### src/rtl/rk_lorenz_pkg.sv
package rk_lorenz_pkg;

  typedef enum logic [1:0] {ST_IDLE, ST_SETUP, ST_EVAL, ST_FINAL} stage_e;

  // operand / destination index: 0..16 are registers, the rest are constants
  typedef enum logic [4:0] {
    R_SX, R_SY, R_SZ, R_PX, R_PY, R_PZ, R_KX, R_KY, R_KZ,
    R_AX, R_AY, R_AZ, R_COEF, R_HALF, R_T6, R_C, R_T,
    K_DIFF, K_TEN, K_EIGHT3, K_FOUR, K_TWENTY4, K_SIXTH,
    K_HALF, K_ONE, K_TWO, K_ZERO
  } opnd_e;

  localparam int NREG  = 17;
  localparam int NOPND = 27;

  typedef struct packed {
    opnd_e a;
    opnd_e b;
    opnd_e x;    // post-operand: y = x +/- a*b
    logic  sub;
    opnd_e dst;
    logic  we;
  } uop_t;

endpackage

### src/rtl/rk_sat_add.sv
module rk_sat_add #(
  parameter int W = 32
) (
  input  logic [W-1:0] a_i,
  input  logic [W-1:0] b_i,
  input  logic         sub_i,
  output logic [W-1:0] y_o
);
  logic signed [W:0] s;

  always_comb begin
    s = sub_i ? ($signed({a_i[W-1], a_i}) - $signed({b_i[W-1], b_i}))
              : ($signed({a_i[W-1], a_i}) + $signed({b_i[W-1], b_i}));
    if (s[W] != s[W-1]) y_o = s[W] ? {1'b1, {(W-1){1'b0}}} : {1'b0, {(W-1){1'b1}}};
    else                y_o = s[W-1:0];
  end
endmodule

### src/rtl/rk_fx_unit.sv
module rk_fx_unit #(
  parameter int W    = 32,
  parameter int FRAC = 24
) (
  input  logic [W-1:0] a_i,
  input  logic [W-1:0] b_i,
  input  logic [W-1:0] x_i,
  input  logic         sub_i,
  output logic [W-1:0] y_o
);
  localparam int PW = 2 * W;
  localparam logic signed [PW-1:0] RND = PW'(1) << (FRAC - 1);

  logic signed [PW-1:0] prod, shf;
  logic [W-1:0] m;

  always_comb begin
    prod = $signed(a_i) * $signed(b_i);
    shf  = (prod + RND) >>> FRAC;
    if (&shf[PW-1:W-1] || ~|shf[PW-1:W-1]) m = shf[W-1:0];
    else m = shf[PW-1] ? {1'b1, {(W-1){1'b0}}} : {1'b0, {(W-1){1'b1}}};
  end

  rk_sat_add #(.W(W)) u_post (.a_i(x_i), .b_i(m), .sub_i(sub_i), .y_o(y_o));
endmodule

### src/rtl/rk_seq.sv
module rk_seq
  import rk_lorenz_pkg::*;
(
  input  logic clk_i,
  input  logic rst_ni,
  input  logic go_i,
  output uop_t uop_o,
  output logic busy_o,
  output logic done_o
);
  stage_e     st;
  logic [3:0] cnt;
  logic [1:0] ev;
  logic       last_eval;

  function automatic opnd_e lane(opnd_e base, logic [1:0] i);
    return opnd_e'(5'(base) + {3'b000, i});
  endfunction

  assign last_eval = (ev == 2'd3) ? (cnt == 4'd8) : (cnt == 4'd11);
  assign busy_o    = (st != ST_IDLE);

  always_ff @(posedge clk_i or negedge rst_ni) begin
    if (!rst_ni) begin
      st <= ST_IDLE; cnt <= '0; ev <= '0; done_o <= 1'b0;
    end else begin
      done_o <= 1'b0;
      unique case (st)
        ST_IDLE: if (go_i) begin st <= ST_SETUP; cnt <= '0; ev <= '0; end
        ST_SETUP: begin
          if (cnt == 4'd2) begin st <= ST_EVAL; cnt <= '0; end
          else cnt <= cnt + 4'd1;
        end
        ST_EVAL: begin
          if (last_eval) begin
            cnt <= '0;
            if (ev == 2'd3) st <= ST_FINAL;
            else ev <= ev + 2'd1;
          end else cnt <= cnt + 4'd1;
        end
        ST_FINAL: begin
          if (cnt == 4'd2) begin st <= ST_IDLE; done_o <= 1'b1; end
          else cnt <= cnt + 4'd1;
        end
        default: st <= ST_IDLE;
      endcase
    end
  end

  always_comb begin
    uop_o = '{a: K_ZERO, b: K_ZERO, x: K_ZERO, sub: 1'b0, dst: R_SX, we: 1'b0};
    unique case (st)
      ST_SETUP: begin
        uop_o.we = 1'b1;
        unique case (cnt)
          4'd0:    begin uop_o.a = K_FOUR; uop_o.b = R_C; uop_o.x = K_TWENTY4;
                         uop_o.sub = 1'b1; uop_o.dst = R_COEF; end
          4'd1:    begin uop_o.a = R_T; uop_o.b = K_HALF;  uop_o.dst = R_HALF; end
          default: begin uop_o.a = R_T; uop_o.b = K_SIXTH; uop_o.dst = R_T6; end
        endcase
      end
      ST_EVAL: begin
        uop_o.we = 1'b1;
        unique case (cnt)
          4'd0: begin uop_o.a = K_TEN;  uop_o.b = K_DIFF; uop_o.dst = R_KX; end
          4'd1: begin uop_o.a = R_COEF; uop_o.b = R_PX;   uop_o.dst = R_KY; end
          4'd2: begin uop_o.a = R_PX; uop_o.b = R_PZ; uop_o.x = R_KY;
                      uop_o.sub = 1'b1; uop_o.dst = R_KY; end
          4'd3: begin uop_o.a = R_C;  uop_o.b = R_PY; uop_o.x = R_KY; uop_o.dst = R_KY; end
          4'd4: begin uop_o.a = R_PX; uop_o.b = R_PY; uop_o.dst = R_KZ; end
          4'd5: begin uop_o.a = K_EIGHT3; uop_o.b = R_PZ; uop_o.x = R_KZ;
                      uop_o.sub = 1'b1; uop_o.dst = R_KZ; end
          4'd6, 4'd7, 4'd8: begin  // weighted accumulate
            uop_o.a   = (ev == 2'd1 || ev == 2'd2) ? K_TWO : K_ONE;
            uop_o.b   = lane(R_KX, cnt[1:0] - 2'd2);
            uop_o.x   = (ev == 2'd0) ? K_ZERO : lane(R_AX, cnt[1:0] - 2'd2);
            uop_o.dst = lane(R_AX, cnt[1:0] - 2'd2);
          end
          default: begin           // next evaluation point
            uop_o.a   = (ev == 2'd2) ? R_T : R_HALF;
            uop_o.b   = lane(R_KX, cnt[1:0] - 2'd1);
            uop_o.x   = lane(R_SX, cnt[1:0] - 2'd1);
            uop_o.dst = lane(R_PX, cnt[1:0] - 2'd1);
          end
        endcase
      end
      ST_FINAL: begin
        uop_o.we  = 1'b1;
        uop_o.a   = R_T6;
        uop_o.b   = lane(R_AX, cnt[1:0]);
        uop_o.x   = lane(R_SX, cnt[1:0]);
        uop_o.dst = lane(R_SX, cnt[1:0]);
      end
      default: ;
    endcase
  end
endmodule

### src/rtl/rk_lorenz_iter.sv
module rk_lorenz_iter
  import rk_lorenz_pkg::*;
#(
  parameter int W    = 32,
  parameter int FRAC = 24
) (
  input  logic         clk_i,
  input  logic         rst_ni,
  input  logic         cfg_we_i,
  input  logic [2:0]   cfg_addr_i,
  input  logic [W-1:0] cfg_wdata_i,
  input  logic         start_i,
  input  logic         free_run_i,
  input  logic         ready_i,
  output logic         busy_o,
  output logic         out_valid_o,
  output logic [W-1:0] x_o,
  output logic [W-1:0] y_o,
  output logic [W-1:0] z_o
);
  localparam longint ONE_L = longint'(1) << FRAC;
  localparam logic [W-1:0] C_TEN  = W'(10 * ONE_L);
  localparam logic [W-1:0] C_83   = W'((16 * ONE_L + 3) / 6);
  localparam logic [W-1:0] C_FOUR = W'(4 * ONE_L);
  localparam logic [W-1:0] C_24   = W'(24 * ONE_L);
  localparam logic [W-1:0] C_6TH  = W'((2 * ONE_L + 6) / 12);
  localparam logic [W-1:0] C_HALF = W'(ONE_L / 2);
  localparam logic [W-1:0] C_ONE  = W'(ONE_L);
  localparam logic [W-1:0] C_TWO  = W'(2 * ONE_L);
  localparam logic [W-1:0] X_DEF  = W'((ONE_L + 5) / 10);
  localparam logic [W-1:0] Y_DEF  = W'((2 * ONE_L + 5) / 10);
  localparam logic [W-1:0] Z_DEF  = W'((3 * ONE_L + 5) / 10);
  localparam logic [W-1:0] CP_DEF = W'(5 * ONE_L);
  localparam logic [W-1:0] T_DEF  = W'((ONE_L + 50) / 100);

  logic [W-1:0] rf  [NREG];
  logic [W-1:0] opv [NOPND];
  logic [W-1:0] diff, res;
  uop_t uop;
  logic go;

  assign go = !busy_o && !cfg_we_i && (start_i || (free_run_i && ready_i));

  rk_seq u_seq (.clk_i, .rst_ni, .go_i(go), .uop_o(uop), .busy_o, .done_o(out_valid_o));

  rk_sat_add #(.W(W)) u_diff (.a_i(rf[R_PY]), .b_i(rf[R_PX]), .sub_i(1'b1), .y_o(diff));

  always_comb begin
    for (int i = 0; i < NREG; i++) opv[i] = rf[i];
    opv[K_DIFF]    = diff;
    opv[K_TEN]     = C_TEN;
    opv[K_EIGHT3]  = C_83;
    opv[K_FOUR]    = C_FOUR;
    opv[K_TWENTY4] = C_24;
    opv[K_SIXTH]   = C_6TH;
    opv[K_HALF]    = C_HALF;
    opv[K_ONE]     = C_ONE;
    opv[K_TWO]     = C_TWO;
    opv[K_ZERO]    = '0;
  end

  rk_fx_unit #(.W(W), .FRAC(FRAC)) u_alu (
    .a_i(opv[uop.a]), .b_i(opv[uop.b]), .x_i(opv[uop.x]), .sub_i(uop.sub), .y_o(res));

  always_ff @(posedge clk_i or negedge rst_ni) begin
    if (!rst_ni) begin
      for (int i = 0; i < NREG; i++) rf[i] <= '0;
      rf[R_SX] <= X_DEF; rf[R_SY] <= Y_DEF; rf[R_SZ] <= Z_DEF;
      rf[R_C]  <= CP_DEF; rf[R_T] <= T_DEF;
    end else begin
      if (cfg_we_i && !busy_o) begin
        unique case (cfg_addr_i)
          3'd0: rf[R_SX] <= cfg_wdata_i;
          3'd1: rf[R_SY] <= cfg_wdata_i;
          3'd2: rf[R_SZ] <= cfg_wdata_i;
          3'd3: rf[R_C]  <= cfg_wdata_i;
          3'd4: rf[R_T]  <= cfg_wdata_i;
          default: ;
        endcase
      end else if (go) begin
        rf[R_PX] <= rf[R_SX]; rf[R_PY] <= rf[R_SY]; rf[R_PZ] <= rf[R_SZ];
      end
      if (uop.we) rf[uop.dst] <= res;
    end
  end

  assign x_o = rf[R_SX];
  assign y_o = rf[R_SY];
  assign z_o = rf[R_SZ];
endmodule

### config.mk
export PLATFORM = sky130hd
export DESIGN_NAME = rk_lorenz_iter
export DESIGN_NICKNAME = d
export VERILOG_FILES = /design/src/rtl/rk_lorenz_pkg.sv /design/src/rtl/rk_sat_add.sv /design/src/rtl/rk_fx_unit.sv /design/src/rtl/rk_seq.sv /design/src/rtl/rk_lorenz_iter.sv
export SDC_FILE = /design/constraint.sdc
export NUM_CORES = 2
export LEC_CHECK = 0
export BUFFER_PORTS_ARGS = -buffer_cell sky130_fd_sc_hd__buf_2
export CORE_AREA = 2 2 443 445
export DETAILED_ROUTE_END_ITERATION = 10
export DIE_AREA = 0 0 445 447
export HOLD_SLACK_MARGIN = 0.1
export PLACE_DENSITY = 0.61
export SETUP_SLACK_MARGIN = 0.15
export SLEW_MARGIN = 20
export SYNTH_ARGS = -nofsm -noshare
export SYNTH_HDL_FRONTEND = slang
export SYNTH_SLANG_ARGS = --single-unit
### constraint.sdc
create_clock -name clk_i -period 24.6 [get_ports clk_i]
set_clock_uncertainty 0.05 [all_clocks]
set_input_delay 1.23 -clock clk_i [delete_from_list [all_inputs] [get_ports clk_i]]
set_output_delay 1.23 -clock clk_i [all_outputs]
set_load 0.05 [all_outputs]
Word level (Yosys, flattened, before mapping)
Index checks and enable logic that the tools add are counted.

Add/sub/neg operators: 13. Multipliers: 1. Magnitude comparators: 5. Equality and inequality tests: 28. Multiplexer cells: 60. Bitwise operators: 4. Reduce and logical (&&, ||, !) cells: 28.

Operators with widths (count): $mux W32 (18); $bwmux W544 (1); $mux W544 (1); $bmux W32 S5 (3); $mux W96 (3); $demux W32 S5 (1); $pmux W10 S7 (1); $sub A32 B32 Y33 (2); $add A64 B25 Y64 const B (1); $mul A32 B32 Y64 (1); $mux W64 (1); $pmux W15 S3 (1); $pmux W5 S4 (2); $add A32 B32 Y33 (1); $mux W33 (1); $ge A6 B6 Y1 const B (4); $not A5 Y6 (4); $pmux W6 S3 (1); $eq A4 B3 Y1 const B (4); $mux W2 (8); $mux W4 (4); $pmux W4 S4 (1); $pmux W8 S2 (1); $mux W5 (3); 37 further kinds (71).

Flip-flop bits (word level): 553. Bits of input ports: 41. Output and inout port bits: 98. Word-level logic and storage cells: 160.

Logic depth before layout (Yosys ltp)
Word-level depth: 21. Depth in mapped cells: 87. Depth with buffers taken out: 80.

By module
Synthesis repeated with hierarchy kept, for this count alone.

Cell total of the unflattened synthesis: 8406. Area, all modules: 81276.7 um^2.

By module, submodules not included: rk_lorenz_iter (instances 1, cells each 3431, area an instance 37704.9 um^2, sequential area each 13671.9 um^2); rk_fx_unit (instances 1, cells each 3938, area an instance 36525.0 um^2, sequential area each 0.0 um^2); rk_sat_add (instances 2, cells each 411, area an instance 2777.7 um^2, sequential area each 0.0 um^2); rk_seq (instances 1, cells each 215, area an instance 1491.4 um^2, sequential area each 225.2 um^2).

Worst setup path after synthesis
No wires, ideal clock.

Path type: register to register. Start point: reg u_seq.cnt[0]. End point: reg rf (netlist bit y_o[12]). Setup time: 121 ps. Arrival: 19055 ps. Data required time: 24429 ps. Slack: 5374 ps. Cell stages (with the launch flop): 80. Buffers on the path: 14. Period minus slack after synthesis: 19226 ps. Cell sequence: dfrtp_1 buf_2 clkinv_1 ha_1 buf_2 or2_0 buf_2 a21oi_2 o211ai_1 o21ai_2 clkbuf_1 buf_1 clkbuf_1 clkbuf_1 clkbuf_1 nor3_1 o21ai_0 o221ai_1 [... 44 more ...] a21o_1 or3_1 o221a_2 a311o_1 and3_1 a31o_2 or4_1 nand3_1 a31oi_1 a31oi_1 xnor2_2 and2_0 clkbuf_1 nor2_1 clkbuf_1 clkbuf_1 nor3_1 a2111oi_0.

Word-level cells in the longest chain between the ends: 20. Elaborated cells between the ends (all ways): 67. Classes of those cells: add/sub (10); mul (1); order compare (2); eq/ne (9); mux (29); bitwise (4); reduce/logical (12).

Ends and longest elaborated chain: from (decl) (line rk_seq.sv:12) `logic [3:0] cnt;`; from (signal assigned) (line rk_seq.sv:32) `else cnt <= cnt + 4'd1;`; from (signal assigned) (line rk_seq.sv:39) `end else cnt <= cnt + 4'd1;`; from (signal assigned) (line rk_seq.sv:43) `else cnt <= cnt + 4'd1;`; $sub A2 B1 Y2 (tied with other cells) (line rk_seq.sv:81, rk_seq.sv:82, rk_seq.sv:83); $add A3 B2 Y4 / $reduce_or A3 Y1 (equally long branches) (line rk_seq.sv:17, rk_seq.sv:64); $pmux W10 S7 (line rk_seq.sv:64) `unique case (cnt)`; $pmux W15 S3 (line rk_seq.sv:52) `unique case (st)`; $not A5 Y6 (not written as such) (line rk_lorenz_iter.sv:63) `.a_i(opv[uop.a]), .b_i(opv[uop.b]), .x_i(opv[uop.x]), .sub_i(uop.sub), .y_o(res));`; $bmux W32 S5 (line rk_lorenz_iter.sv:63); $mux W32 (not written as such) (2 in series) (line rk_lorenz_iter.sv:63); $mul A32 B32 Y64 (line rk_fx_unit.sv:18) `prod = $signed(a_i) * $signed(b_i);`; [... 3 more ...]; $logic_or A1 B1 Y1 (line rk_fx_unit.sv:20) `if (&shf[PW-1:W-1] || ~|shf[PW-1:W-1]) m = shf[W-1:0];`; $mux W32 (line rk_fx_unit.sv:20); $add A32 B32 Y33 / $sub A32 B32 Y33 (equally long branches) (line rk_sat_add.sv:13, rk_sat_add.sv:12); $mux W33 (line rk_sat_add.sv:12) `s = sub_i ? ($signed({a_i[W-1], a_i}) - $signed({b_i[W-1], b_i}))`; $mux W32 / $ne A1 B1 Y1 (equally long branches) (line rk_sat_add.sv:14) `if (s[W] != s[W-1]) y_o = s[W] ? {1'b1, {(W-1){1'b0}}} : {1'b0, {(W-1){1'b1}}};`; $mux W32 (line rk_sat_add.sv:14); $bwmux W544 * (line rk_lorenz_iter.sv:83) `if (uop.we) rf[uop.dst] <= res;`; $mux W544 * (line rk_lorenz_iter.sv:83); to (signal, indexed assignment) (line rk_lorenz_iter.sv:77) `3'd4: rf[R_T] <= cfg_wdata_i;`; to (signal, indexed assignment) (line rk_lorenz_iter.sv:81) `rf[R_PX] <= rf[R_SX]; rf[R_PY] <= rf[R_SY]; rf[R_PZ] <= rf[R_SZ];`; to (signal, indexed assignment) (line rk_lorenz_iter.sv:83); to (decl) (line rk_lorenz_iter.sv:36) `logic [W-1:0] rf [NREG];`.

Mark *: on every way between the ends. The rest lies on a longest branch, timed or not. The select of a mux whose other input is x is not followed. A chain may end at the register's enable or synchronous reset.

Worst setup path after layout
Start point: reg u_seq.cnt[0]. End point: reg rf (netlist bit opv[677]).

The elaborated chain is that of the path after synthesis.

==> results.cfg <==
[global_route]
grt_max_degree = 157
grt_pass1_wl_um = 643100
grt_overflow = 0
antenna_found_initial = 31
grtUsageTotal_pct = 44.59
grt_pass1_vias = 88020

[clocking]
cts_setup_buffers = 0
htreeDepth = 2
path_clk_slew_ns = 0.07
ctsHoldBuffers = 0
clock_sinks = 553
tritoncts = done
root_buffer = clkbuf_16
clk_latency_ns = 0.72
numCtsBuffers = 61
clk_path_buf_depth = 3

[placement]
numPortBuffers = 138
place_area_sq_mm = 0.09002
hpwlAfterDp_um = 317500
gp_congestion = 1.082

[die]
start_util_pct = 44.68
rows = 162
die_area_sq_mm = 0.1989
die_w_um = 445
core_sq_mm = 0.1942
pin_count = 139
die_h_um = 447

[drt]
post-route-drc-count = 0
totalWireLength_um = 450200
drt_first_pass_iters = 11
wl_per_cell_um = 33.57
via_per_inst = 6.834
vias = 91640
ant_nets = 0
dr.first_iter.drc_count = 14810

[worst_setup_path]
crit_top_cell = fa_1
critPathLaunchType = flip-flop
crit_required_ns = 25.05
r2r_start = u_seq.cnt[0]$_DFFE_PN0P_
crit_fanout = 80
cp.arrival_ns = 23.72
crit_path_end_kind = flip-flop
rrSetupSlack_ns = 1.33
critPathSlowestCell = nand2_1
cp-startpoint = u_seq.cnt[0]$_DFFE_PN0P_
rr_worst_depth = 66
reg2reg_to = opv[677]$_DFF_PN0_
endpoint = opv[677]$_DFF_PN0_
timing_worst_setup_path_type = reg -> reg
max_stage_delay_ns = 0.86

[status]
status = complete, no violations

[sta]
final_max_slew_viol_count = 0
max_freq_ghz = 0.04296
final.setup.tns_ns = 0
finalCritPeriodShare_pct = 94.61
slew_headroom_pct = 11.77
setup_violations = 0
period_needed_ns = 23.27
finalHoldViolations = 0
rsz0062_at_grt = no
worst_slew_pin_slew_ns = 1.315

[finish]
register_area_sq_mm = 0.01390
drive_gt1_share_pct = 9.118
mostFrequentLayoutCells = 2273 x nand2_1, 1116 x inv_1, 1085 x fa_1, 949 x nor2_1, 629 x nand3_1
fin_area_sq_mm = 0.09235
n_fill_cell = 19060
layout_commonest_cell = nand2_1
area_delta_synth_final_pct = 6.441
nets = 12180
multiInputGateArea_sq_mm = 0.06550

[synthesis]
ys_warn_count = 0
muxShareOfSynthArea_pct = 1.651
ys_seq_area_share_pct = 16.02
synth_ff_type = dfrtp_1
synth_xor_area_share_pct = 1.348
synth_cells = 11280
synthSimpleGateAreaFrac_pct = 24.47
ys_seq_elements = 553
synth_fp_nets = 12660
async_flop_share_pct = 100.0
synthAdderAreaFrac_pct = 28.72
synth_top_family_by_area = adder cells
synth_edf_count = 0
synth.distinct_cells = 116
syn_area_sq_mm = 0.08676
avgSynthCellArea_sq_um = 7.689
synth_compound_area_share_pct = 17.95

[worst_hold_path]
hold_path.class = in -> async

[run]
cap_violations = 0
-- timing repair --
| action | in CTS | in global routing |
|---|---|---|
| resized for setup | 0 | 2 |
| endpoints found under the hold margin | 0 | 0 |
| setup endpoints to repair | 0 | 84 |
-- stage by stage --
| stage | instances | worst slack [ns] | hold slack [ns] | util, % |
|---|---|---|---|---|
| 2_1_floorplan | 11280 | 5.374 | 0.4365 | - |
| 3_3_place_gp | 13270 | 2.256 | 0.4775 | 46.35 |
| 3_5_place_dp | 13270 | 1.909 | 0.4887 | 46.36 |
| 4_1_cts | 13390 | 1.807 | 0.5042 | 47.46 |
| 5_1_grt | 13390 | 0.3979 | 0.5336 | 47.54 |
| 6_report | 13410 | 1.325 | 0.4796 | 47.56 |
-- critical path: cells and delay by family, from the launching register on --
kind                     cells  cell delay (ns)
adder cells (fa/ha/maj)     12             5.77
flip-flops                   1             0.52
AND/OR/NAND/NOR             18             7.41
XOR/XNOR                     2             0.84
AO/OA/AOI/OAI               25             6.22
buffers and inverters        9             1.89
-- synthesized netlist by cell type (all sizes together), types with 54 or more instances --
cell type  instances  area share, %
xnor2             88           0.92
a21oi            522            3.0
ha               254            3.7
clkbuf           737            3.2
dfrtp            506             15
buf              269            1.8
a31oi             70           0.51
nand3            633            3.7
nand2b            86           0.62
nor2b            165            1.2
inv             1116            4.8
o311ai            67           0.69
nor3             236            1.4
and3             155            1.1
a211oi           152            1.3
mux2i             73           0.84
o21ai            354            2.1
and2             116           0.84
nand2           2281            9.9
fa              1085             25
nor2             976            4.2
a21o              54           0.47
a311oi           189            1.9
o211ai           101           0.89
a2111oi          264            3.3
-- metal layers --
| metal | global-route usage, % | vias to the layer above | wire, um |
|---|---|---|---|
| met4 | 29.41 | 24 | 37740 |
| li1 | - | 36790 | - |
| met1 | 58.11 | 45350 | 167700 |
| met3 | 17.90 | 1844 | 69040 |
| met5 | 0.7814 | - | 327 |
| met2 | 60.38 | 7641 | 175300 |
-- area by class of cell --
cell class / instances / area share [%]
diodes: 20 / 0.05420
clock buffers: 83 / 1.862
clock inverters: 30 / 0.4688
inverters: 1122 / 4.561
multi-input cells: 8602 / 70.93
flip-flops and latches: 553 / 15.05
well taps: 2542 / 3.444
repair buffers: 457 / 3.631
-- how the worst min path moves through the flow --
stage | cells after the start | start | endpoint
after floorplan | 2 | flip-flop | flip-flop
after global placement | 2 | flip-flop | flip-flop
after detailed placement | 2 | flip-flop | flip-flop
after CTS | 2 | flip-flop | flip-flop
after global routing | 2 | flip-flop | flip-flop
final | 1 | rst_ni | z_o[20]$_DFF_PN0_
-- cell families (layout without fill, tap and decap cells) --
family,count (synthesis),after routing
mux,125,125
buf+inv,2128,1692
xor+xnor,129,129
fa+ha+maj,1341,1341
simple gates,4846,4846
compound gates,2161,2161
flops,553,553
other cells,0,20
Power is left out: the tool's default activity adds up to more than one toggle a clock period on the data nets, which glitch-free logic cannot reach.
